[src/rtl/prf_pkg.sv]
// Package: shared operation-class encoding and supported-event positions
// for the profiling record filter.
package prf_pkg;
    typedef enum logic [1:0] {
        OPC_OTHER  = 2'd0,
        OPC_LOAD   = 2'd1,
        OPC_STORE  = 2'd2,
        OPC_BRANCH = 2'd3
    } opclass_e;

    // Fixed positions of the filterable event flags.
    localparam int EV_RETIRED    = 1;
    localparam int EV_L1D_REFILL = 3;
    localparam int EV_TLB_REFILL = 5;
    localparam int EV_MISPREDICT = 7;
    localparam int EV_MISALIGNED = 11;

    // True when bit position p is one of the filterable events.
    function automatic logic is_supported_event(input int p);
        return (p == EV_RETIRED) || (p == EV_L1D_REFILL) || (p == EV_TLB_REFILL) ||
               (p == EV_MISPREDICT) || (p == EV_MISALIGNED);
    endfunction
endpackage

[src/rtl/prf_class_match.sv]
// Class test: passes when no class enable is set, or when the record's
// class matches any enabled class. Purely combinational.
// Assumes rec_op follows the prf_pkg opclass_e encoding.
module prf_class_match
    import prf_pkg::*;
(
    input  logic [1:0] rec_op,
    input  logic       en_load,
    input  logic       en_store,
    input  logic       en_branch,
    output logic       pass
);
    logic any_en;
    logic hit;

    // Decide whether the record's class is admitted.
    always_comb begin
        any_en = en_load | en_store | en_branch;
        hit    = (en_load   && (rec_op == OPC_LOAD))  ||
                 (en_store  && (rec_op == OPC_STORE)) ||
                 (en_branch && (rec_op == OPC_BRANCH));
        pass   = !any_en || hit;
    end
endmodule

[src/rtl/prf_event_match.sv]
// Event test: every supported bit set in the mask must also be set in the
// record's event vector. Unsupported mask positions are forced out.
// Assumes EVT_W >= 12 so all supported positions exist.
module prf_event_match
    import prf_pkg::*;
#(
    parameter int EVT_W = 16
) (
    input  logic [EVT_W-1:0] events,
    input  logic [EVT_W-1:0] mask,
    output logic             pass
);
    logic [EVT_W-1:0] supported;
    logic [EVT_W-1:0] missing;

    // One constant bit per position marking the filterable events.
    for (genvar i = 0; i < EVT_W; i++) begin : g_supp
        assign supported[i] = is_supported_event(i);
    end

    // A required, supported event that is absent fails the test.
    always_comb begin
        missing = mask & supported & ~events;
        pass    = (missing == '0);
    end
endmodule

[src/rtl/prf_sat_counter.sv]
// Saturating up-counter: adds one per increment pulse and holds at all-ones.
// Synchronous active-low reset clears it.
module prf_sat_counter #(
    parameter int W = 32
) (
    input  logic         clk,
    input  logic         rst_n,
    input  logic         inc,
    output logic [W-1:0] value
);
    localparam logic [W-1:0] TOP = '1;

    // Count up on inc, stop at the top value.
    always_ff @(posedge clk) begin
        if (!rst_n)
            value <= '0;
        else if (inc && (value != TOP))
            value <= value + 1'b1;
    end

    // the counter never wraps from the top value.
    a_r8_no_wrap: assert property (@(posedge clk) disable iff (!rst_n)
        ($past(value) == TOP) |-> (value == TOP));
    // the counter moves only by a single step on an increment.
    a_r8_step_only_on_inc: assert property (@(posedge clk) disable iff (!rst_n)
        !$past(inc) |-> (value == $past(value)));
endmodule

[src/rtl/prof_rec_filter.sv]
// Profiling record filter top. It combines the class, event and latency
// tests into a registered keep/drop decision one cycle after the record,
// and keeps saturating tallies of both outcomes.
// Assumes configuration is stable while records are presented.
module prof_rec_filter
    import prf_pkg::*;
#(
    parameter int EVT_W = 16,
    parameter int LAT_W = 16,
    parameter int CNT_W = 32
) (
    input  logic             clk,
    input  logic             rst_n,
    input  logic             rec_valid,
    input  logic [1:0]       rec_op,
    input  logic [EVT_W-1:0] rec_events,
    input  logic [LAT_W-1:0] rec_latency,
    input  logic             cfg_load_only,
    input  logic             cfg_store_only,
    input  logic             cfg_branch_only,
    input  logic [EVT_W-1:0] cfg_event_mask,
    input  logic [LAT_W-1:0] cfg_min_latency,
    output logic             dec_valid,
    output logic             dec_keep,
    output logic [CNT_W-1:0] kept_count,
    output logic [CNT_W-1:0] dropped_count
);
    localparam logic [CNT_W-1:0] CNT_TOP = '1;

    logic class_ok;
    logic event_ok;
    logic lat_ok;
    logic keep_now;

    prf_class_match u_class (
        .rec_op    (rec_op),
        .en_load   (cfg_load_only),
        .en_store  (cfg_store_only),
        .en_branch (cfg_branch_only),
        .pass      (class_ok)
    );

    prf_event_match #(.EVT_W(EVT_W)) u_event (
        .events (rec_events),
        .mask   (cfg_event_mask),
        .pass   (event_ok)
    );

    // Latency test and combined verdict for the presented record.
    always_comb begin
        lat_ok   = (rec_latency >= cfg_min_latency);
        keep_now = class_ok && event_ok && lat_ok;
    end

    // Register the decision and its strobe.
    always_ff @(posedge clk) begin
        if (!rst_n) begin
            dec_valid <= 1'b0;
            dec_keep  <= 1'b0;
        end else begin
            dec_valid <= rec_valid;
            dec_keep  <= rec_valid && keep_now;
        end
    end

    prf_sat_counter #(.W(CNT_W)) u_kept (
        .clk   (clk),
        .rst_n (rst_n),
        .inc   (rec_valid && keep_now),
        .value (kept_count)
    );

    prf_sat_counter #(.W(CNT_W)) u_dropped (
        .clk   (clk),
        .rst_n (rst_n),
        .inc   (rec_valid && !keep_now),
        .value (dropped_count)
    );

    // each record yields a decision strobe on the next cycle.
    a_r6_strobe_follows: assert property (@(posedge clk) disable iff (!rst_n)
        rec_valid |=> dec_valid);
    // no strobe without a record in the previous cycle.
    a_r6_no_spurious: assert property (@(posedge clk) disable iff (!rst_n)
        !rec_valid |=> !dec_valid);
    // keep is low whenever the strobe is low.
    a_r6_keep_gated: assert property (@(posedge clk) disable iff (!rst_n)
        !dec_valid |-> !dec_keep);
    // a record below the latency threshold is never kept.
    a_r5_below_min_drops: assert property (@(posedge clk) disable iff (!rst_n)
        (rec_valid && (rec_latency < cfg_min_latency)) |=> !dec_keep);
    // an "other" record is dropped once any class enable is set.
    a_r2_other_rejected: assert property (@(posedge clk) disable iff (!rst_n)
        (rec_valid && (rec_op == OPC_OTHER) &&
         (cfg_load_only || cfg_store_only || cfg_branch_only)) |=> !dec_keep);
    // a kept decision advances the kept tally unless it is saturated.
    a_r8_kept_advances: assert property (@(posedge clk) disable iff (!rst_n)
        (dec_valid && dec_keep && ($past(kept_count) != CNT_TOP)) |->
        (kept_count == $past(kept_count) + 1'b1));
    // a kept decision leaves the dropped tally untouched.
    a_r8_dropped_holds: assert property (@(posedge clk) disable iff (!rst_n)
        (dec_valid && dec_keep) |-> $stable(dropped_count));
endmodule

[config.mk]
export PLATFORM = sky130hd
export DESIGN_NAME = prof_rec_filter
export DESIGN_NICKNAME = d
export VERILOG_FILES = /design/src/rtl/prf_pkg.sv /design/src/rtl/prf_class_match.sv /design/src/rtl/prf_event_match.sv /design/src/rtl/prf_sat_counter.sv /design/src/rtl/prof_rec_filter.sv
export SDC_FILE = /design/constraint.sdc
export NUM_CORES = 1
export LEC_CHECK = 0
export ABC_AREA = 1
export BUFFER_PORTS_ARGS = -buffer_cell sky130_fd_sc_hd__buf_2
export CORE_MARGIN = 10
export CORE_UTILIZATION = 35
export DETAILED_ROUTE_END_ITERATION = 12
export PLACE_DENSITY = 0.69
export SYNTH_ARGS = -nofsm -noshare
export SYNTH_HDL_FRONTEND = slang
export SYNTH_SLANG_ARGS = --single-unit
[constraint.sdc]
create_clock -name clk -period 4.77 [get_ports clk]
set_clock_uncertainty 0.2 [all_clocks]
set_input_delay 0.7155 -clock clk [delete_from_list [all_inputs] [get_ports clk]]
set_output_delay 0.7155 -clock clk [all_outputs]
set_load 0.05 [all_outputs]
==> results of run 1 <==
==> registers in the layout, summed over array words and instances (netlist names) <==
| register | flops |
|---|---|
| u_kept.value | 32 |
| u_dropped.value | 32 |
| dec_valid | 1 |
| dec_keep | 1 |
==> worst max-delay path, delay by kind of cell <==
| kind | cells | cell delay [ps] |
|---|---|---|
| AOI/OAI and AO/OA | 3 | 340 |
| adders and majority gates | 1 | 320 |
| buffers and inverters | 2 | 470 |
| and+or+nand+nor | 5 | 1120 |
==> power by group <==
part | switching [mW] | leakage, nW | internal, mW
clock network | 0.244 | 0.156 | 0.470
logic | 0.0727 | 2.06 | 0.0425
registers | 0.00235 | 0.532 | 0.554
total | 0.319 | 2.75 | 1.07
==> worst max path at each step <==
stage | slack, ps | depth (start not counted) | endpoint | startpoint
after global routing | 1520 | 16 | u_kept.value[8]$_SDFFE_PN0P_ | cfg_min_latency[7]
after CTS | 1770 | 15 | u_dropped.value[31]$_SDFFE_PN0P_ | rec_latency[5]
after floorplan | 2390 | 16 | u_kept.value[6]$_SDFFE_PN0P_ | cfg_min_latency[7]
final | 1810 | 11 | u_dropped.value[31]$_SDFFE_PN0P_ | rec_latency[15]
after global placement | 1480 | 16 | u_kept.value[20]$_SDFFE_PN0P_ | cfg_min_latency[5]
after detailed placement | 1420 | 16 | u_kept.value[17]$_SDFFE_PN0P_ | cfg_min_latency[5]
==> placed cells by master (no fill, tap or decap), drive strengths merged <==
cell type and count:
a21oi 33, xnor2 3, bufinv 2, o21ai 4
buf 118, clkinvlp 1, nand3b 4, nand3 58
nor3 11, nand4 50, dfxtp 66, clkbuf 11
clkinv 5, nor2 162, nand2 218, ha 18
xor2 6, and3b 1, inv 115, o22ai 2
o21bai 1, o211ai 1
==> kinds of logic (layout without fill, tap and decap cells) <==
family                     after synthesis  in the layout  share of synthesized area, %
and+or+nand+nor                        504            504                          48.2
buffers and inverters                  142            252                          12.3
DFF                                     66             66                          28.3
AOI/OAI and AO/OA                       41             41                          4.66
adders and majority gates               18             18                          4.82
xor gates and xnor gates                 9              9                          1.69
==> cell type report <==
class	instances	area [sq um]
clock inverters	5	77.6
well taps	176	220
repair buffers	118	598
clock buffers	11	243
flip-flops and latches	66	1320
fillers	1425	7460
inverters	118	443
multi-input cells	572	2770
==> metal layers <==
metal	share of wire, %	global-route usage (%)
met1	45	16.3
met2	49	24.4
met3	5.3	4.15
met4	0.61	3.17
met5	0	0
==> stage by stage <==
stage,utilization [%],power (mW)
floorplan,-,0.648
global placement,40.8,0.684
detailed placement,40.8,0.686
CTS,43.2,1.41
global route,43.2,1.45
finish,43.2,1.39
==> out/results.md, run 1 <==
* 21600 um — global-route wire length before repair
* 18.7% — layout cell share with drive strength beyond 1
* sky130_fd_sc_hd__clkbuf_16 — Root Buffer
* 4634 — number of global-route vias before repair
* u_dropped.value[31]$_SDFFE_PN0P_ — terminus of the critical flop-to-flop path
* 35.5% — effective utilization at floorplan
* 2960 ps — shortest clock period the worst path allows after layout
* 62.1% — final worst path period share
* 338 MHz — upper clock frequency limit
* sky130_fd_sc_hd__nand2_1, sky130_fd_sc_hd__nor2_1, sky130_fd_sc_hd__inv_1 — Post-synth top cells
* input pin — startpoint class of the critical path
* 0 — Hold Vio Cnt, Final
* sky130_fd_sc_hd__nand2_1 — cell with the most instances after synthesis
* 9 — worst reg-to-reg path cell count
* 5.99 sq um — average footprint of a synthesized cell
* 2960 ps — Crit path arrival time
* sky130_fd_sc_hd__dfxtp_1 — library cell occupying the most area in the post-synthesis netlist
* 780 — Post-Synthesis Cells
* 244 nW/um^2 — P per Cell Area
* 66 — clock sinks
* 136 um — die extent in y
* 0.819 — Placer Congestion
* sky130_fd_sc_hd__dfxtp_1, sky130_fd_sc_hd__nand2_1, sky130_fd_sc_hd__nor2_1 — dominant cells by area after synthesis
* 370 ps — critical path's largest stage delay
* 0 — number of antenna violations at the first check in global routing
* 5680 sq um — area of all placed cells without fillers
* 0 — post-CTS resize count
* 4 — drt first pass iters
* 5360 sq um — post-place instance area
* 52 — maximum number of pins on one net before global-route repair
* 975 — final net count
* 0.173 mV — maximum resistive drop on vdd
* 3 — H-tree levels
* u_dropped.value[0]$_SDFFE_PN0P_ — reg-to-reg critical path startpoint
* 13.9% — global-route total usage across every layer
* 0 — cts hold-fix bufs
* 12700 um — detailed-route wire length
* sky130_fd_sc_hd__buf_4 — Slowest-stage cell, CP
* 0 ps — Post-Route Setup TNS
* 66 — flip-flop and latch count after synthesis
* 1050 — Cells after DPL
* 136 um — horizontal die dimension
* 2.75 nW — standby leakage power
* 0 — Setup Fix Bufs, Post-CTS
* 1066 — Non-Filler Instances
* 330 ps — clock latency on the worst-skew pair
* 0 — number of flops mapped to enable cells by yosys
* 28 — highest fanout seen on the critical path
* 43.9% — Max-Slew Margin vs Limit
* 21.5% — layout overhead on the synthesized area
* built — clock tree from TritonCTS
* 870 — syn nets
* 42 — number of rows created at floorplan
* 0 — overflow left after global routing
* 840 ps — actual slew at the worst max-slew pin
* 1420 ps — worst slack at placement
* 0 — total of endpoints with negative setup slack in the final report
* 4.64 — vias per std cell
* 0% — Post-synth ARST share
* u_dropped.value[1]$_SDFFE_PN0P_ — startpoint of the lowest-slack hold path
* 4770 ps — WP data required
* 0 — final count of pins violating max slew
* 28.3% — register area share after synthesis
* 33 — Cell variety after synth
* 115 — I/O Buffers
* 18400 sq um — die area
* 28.3% — fraction of synthesized cell area taken by the top area cell type
* 9640 um — Post-DP HPWL
* 0 — count of yosys warnings during synthesis
* register to register — path class of the lowest-slack min-delay path
* buf_2 > ha_1 > a21oi_1 > o21ai_0 > nor2_1 > nand2_2 > nand2_2 > buf_4 > nand3_2 > nand2_1 > a21oi_1 — cell-by-cell listing of the critical path
* 138 — top-level I/O count
* 285 — Iteration-0 DRC Markers
* 2 — Hold Path Stages
* sky130_fd_sc_hd__dfxtp_1 — flip-flop cell with the highest count after synthesis
* 2420 ps — setup slack of the most critical reg-to-reg path
* 0 — count of nets left with antenna violations after detail routing
* 60 ps — clock edge transition at the registers on the reported setup and hold paths
* 0 — max-cap violations
* 13100 sq um — core region area
* no — unrepaired setup endpoints after global routing
* u_dropped.value[1]$_SDFFE_PN0P_ — terminating pin of the worst hold path
* 11.9 um — post-DR wirelength/cell
* 4947 — total via count after detailed routing
* 0 — post-route DRC violation count
* 295 ps — WHS
* 4670 sq um — post-synthesis cell area
* register — nature of the critical path endpoint
* input pin to register — classification of the worst setup path
* completed — run status
* 0 — Antenna Cells
* 2 — worst-case clock buffer depth
* 1810 ps — slack of the critical path
* 9 — number of buffers added by the clock tree synthesis step
(Power assumes the default switching activity.)
==> run 2: changes to the inputs <==
Clock period 4.77 ns to 3.08 ns, I/O delays scaled along.
==> run 2 against run 1 <==
Compared with the run above: first-iteration DRC count down 9.5%; non-clock buffer count is 3 higher; clock power up 57%; core utilization grew 0.17 points; combinational power grew 59%; count of clock-buffer cells in the layout unchanged; setup slack worse by 1100 ps; highest routed layer unchanged.
==> out/results.md, run 2 (synthesized netlist as in run 1, its figures left out) <==
* 26 — maximum number of pins on one net before global-route repair, -50%
* 136 um — horizontal die dimension, unchanged
* 0.829 — Placer Congestion, +1.2%
* 21700 um — global-route wire length before repair, +0.64%
* 2.16 mW — power after layout, +56%
* 64.3% — Max-Slew Margin vs Limit, +20 points
* register — startpoint class of the critical path
* 0 — overflow left after global routing, unchanged
* 1397 — fillers, -2.0%
* 3 — H-tree levels, unchanged
* u_dropped.value[1]$_SDFFE_PN0P_ — startpoint of the lowest-slack hold path
* sky130_fd_sc_hd__nand2_1 — most common cell after layout, fill and taps aside
* u_dropped.value[13]$_SDFFE_PN0P_ — terminus of the critical flop-to-flop path
* 330 ps — clock latency on the worst-skew pair, about the same
* 18400 sq um — die area, unchanged
* register to register — path class of the lowest-slack min-delay path
* 9890 um — Post-DP HPWL, +2.6%
* 0 — number of antenna violations at the first check in global routing, unchanged
* 13100 sq um — core region area, unchanged
* 115 — I/O Buffers, unchanged
* 138 — top-level I/O count, unchanged
* 2770 sq um — area of combinational cells with multiple inputs, unchanged
* 1069 — Non-Filler Instances, +0.28%
* 4684 — number of global-route vias before repair, +1.1%
* 1320 sq um — combined flip-flop and latch cell area, unchanged
* 0 — final count of pins violating max slew, unchanged
* 2.76 nW — standby leakage power, +0.53%
* 12.1 um — post-DR wirelength/cell, +1.1%
* 0 — count of nets left with antenna violations after detail routing, unchanged
* 533 ps — actual slew at the worst max-slew pin, -308 ps
* 42 — number of rows created at floorplan, unchanged
* 0 — Hold Vio Cnt, Final, unchanged
* 978 — final net count, +0.31%
* 5700 sq um — area of all placed cells without fillers, +0.40%
* 0.274 mV — maximum resistive drop on vdd, +58%
* u_dropped.value x32, u_kept.value x32 — Regs by FF count
* 0 — post-CTS resize count, unchanged
* sky130_fd_sc_hd__clkbuf_16 — Root Buffer
* 0 — max-cap violations, unchanged
* 426 MHz — upper clock frequency limit
* completed — run status
* sky130_fd_sc_hd__nand2_1, sky130_fd_sc_hd__nor2_1, sky130_fd_sc_hd__buf_2 — most frequent cells in the layout
* 0 — Setup Fix Bufs, Post-CTS, unchanged
* 35.5% — effective utilization at floorplan, unchanged
* 136 um — die extent in y, unchanged
* 9 — number of buffers added by the clock tree synthesis step, unchanged
* 9 — worst reg-to-reg path cell count, unchanged
* 0 — cts hold-fix bufs, unchanged
* 3120 ps — WP data required, -1650 ps
* 12900 um — detailed-route wire length, +1.4%
* 379 nW/um^2 — P per Cell Area, +55%
* 258 — Iteration-0 DRC Markers, -9.5%
* 730 ps — setup slack of the most critical reg-to-reg path, -1690 ps
* register — nature of the critical path endpoint
* 5022 — total via count after detailed routing, +1.5%
* built — clock tree from TritonCTS
* u_dropped.value[1]$_SDFFE_PN0P_ — terminating pin of the worst hold path
* 14.1% — global-route total usage across every layer, +0.18 points
* 2390 ps — Crit path arrival time, -570 ps
* 2 — Hold Path Stages, unchanged
* 2 — worst-case clock buffer depth, unchanged
* 4 — drt first pass iters, unchanged
* 1053 — Cells after DPL, +0.29%
* 0 — post-route DRC violation count, unchanged
* 0 — Antenna Cells, unchanged
* 5380 sq um — post-place instance area, +0.42%
* u_dropped.value[0]$_SDFFE_PN0P_ — reg-to-reg critical path startpoint
* 50 ps — clock edge transition at the registers on the reported setup and hold paths, about the same
* 66 — clock sinks, unchanged
* 76.2% — final worst path period share
* no — unrepaired setup endpoints after global routing
* 2350 ps — shortest clock period the worst path allows after layout
* 0 — total of endpoints with negative setup slack in the final report, unchanged
* 20 — highest fanout seen on the critical path, -29%
* 0 ps — Post-Route Setup TNS, unchanged
* 4.70 — vias per std cell, +1.2%
* 18.9% — layout cell share with drive strength beyond 1, +0.27 points
* register to register — classification of the worst setup path
* 22.0% — layout overhead on the synthesized area
==> run 2: cell types whose count changed in the layout (fill, tap and decap cells not counted), sizes merged <==
cell / delta
buf: +3
==> run 2: how the worst max path moves through the flow <==
stage / start / endpoint / slack [ps] / cells after the start
3_3_place_gp: rec_latency[5] / u_dropped.value[0]$_SDFFE_PN0P_ / 440 / 14
5_1_grt: u_dropped.value[1]$_SDFFE_PN0P_ / u_dropped.value[9]$_SDFFE_PN0P_ / 530 / 9
3_5_place_dp: rec_latency[5] / u_dropped.value[6]$_SDFFE_PN0P_ / 410 / 14
4_1_cts: u_dropped.value[0]$_SDFFE_PN0P_ / u_dropped.value[13]$_SDFFE_PN0P_ / 710 / 9
6_report: u_dropped.value[0]$_SDFFE_PN0P_ / u_dropped.value[13]$_SDFFE_PN0P_ / 730 / 9
2_1_floorplan: u_dropped.value[1]$_SDFFE_PN0P_ / u_dropped.value[15]$_SDFFE_PN0P_ / 860 / 10
==> run 2: area by class of cell <==
class,count,area share [%]
multi-input combinational,572,48.7
inverter,118,7.77
clock inverter,5,1.36
sequential,66,23.2
timing repair buffer,121,10.9
tap,176,3.86
clock buffer,11,4.26
==> run 2: critical path, cell delays in order (launching register included) <==
cell and delay, ps:
sky130_fd_sc_hd__dfxtp_1 370, sky130_fd_sc_hd__ha_1 180, sky130_fd_sc_hd__nand2_1 90, sky130_fd_sc_hd__inv_2 110, sky130_fd_sc_hd__nand3_4 120, sky130_fd_sc_hd__nor2_8 160
sky130_fd_sc_hd__nand3_2 360, sky130_fd_sc_hd__nand3_2 420, sky130_fd_sc_hd__nand2_1 80, sky130_fd_sc_hd__a21oi_1 140
==> run 2: power by group <==
group | total [mW] | switching (mW) | internal (mW)
Sequential | 0.862 | 0.00367 | 0.858
Clock | 1.12 | 0.389 | 0.728
Combinational | 0.183 | 0.115 | 0.0679
Total | 2.16 | 0.508 | 1.65
==> run 2: routing by layer <==
layer | vias to the layer above | GRT usage [%] | part of all wire, %
met3 | 12 | 4.01 | 5.7
met2 | 101 | 24.8 | 49
met5 | - | 0 | 0
met1 | 2225 | 16.4 | 44
met4 | 0 | 3.71 | 0.87
li1 | 2684 | - | -
==> run 2: through the flow <==
step                      hold WS [ps]  worst slack (ps)  util (%)
after detailed placement           287               405      40.9
after global routing               326               533      43.4
final                              296               734      43.4
after CTS                          296               707      43.4
after global placement             292               443      40.9
after floorplan                    474               860         -
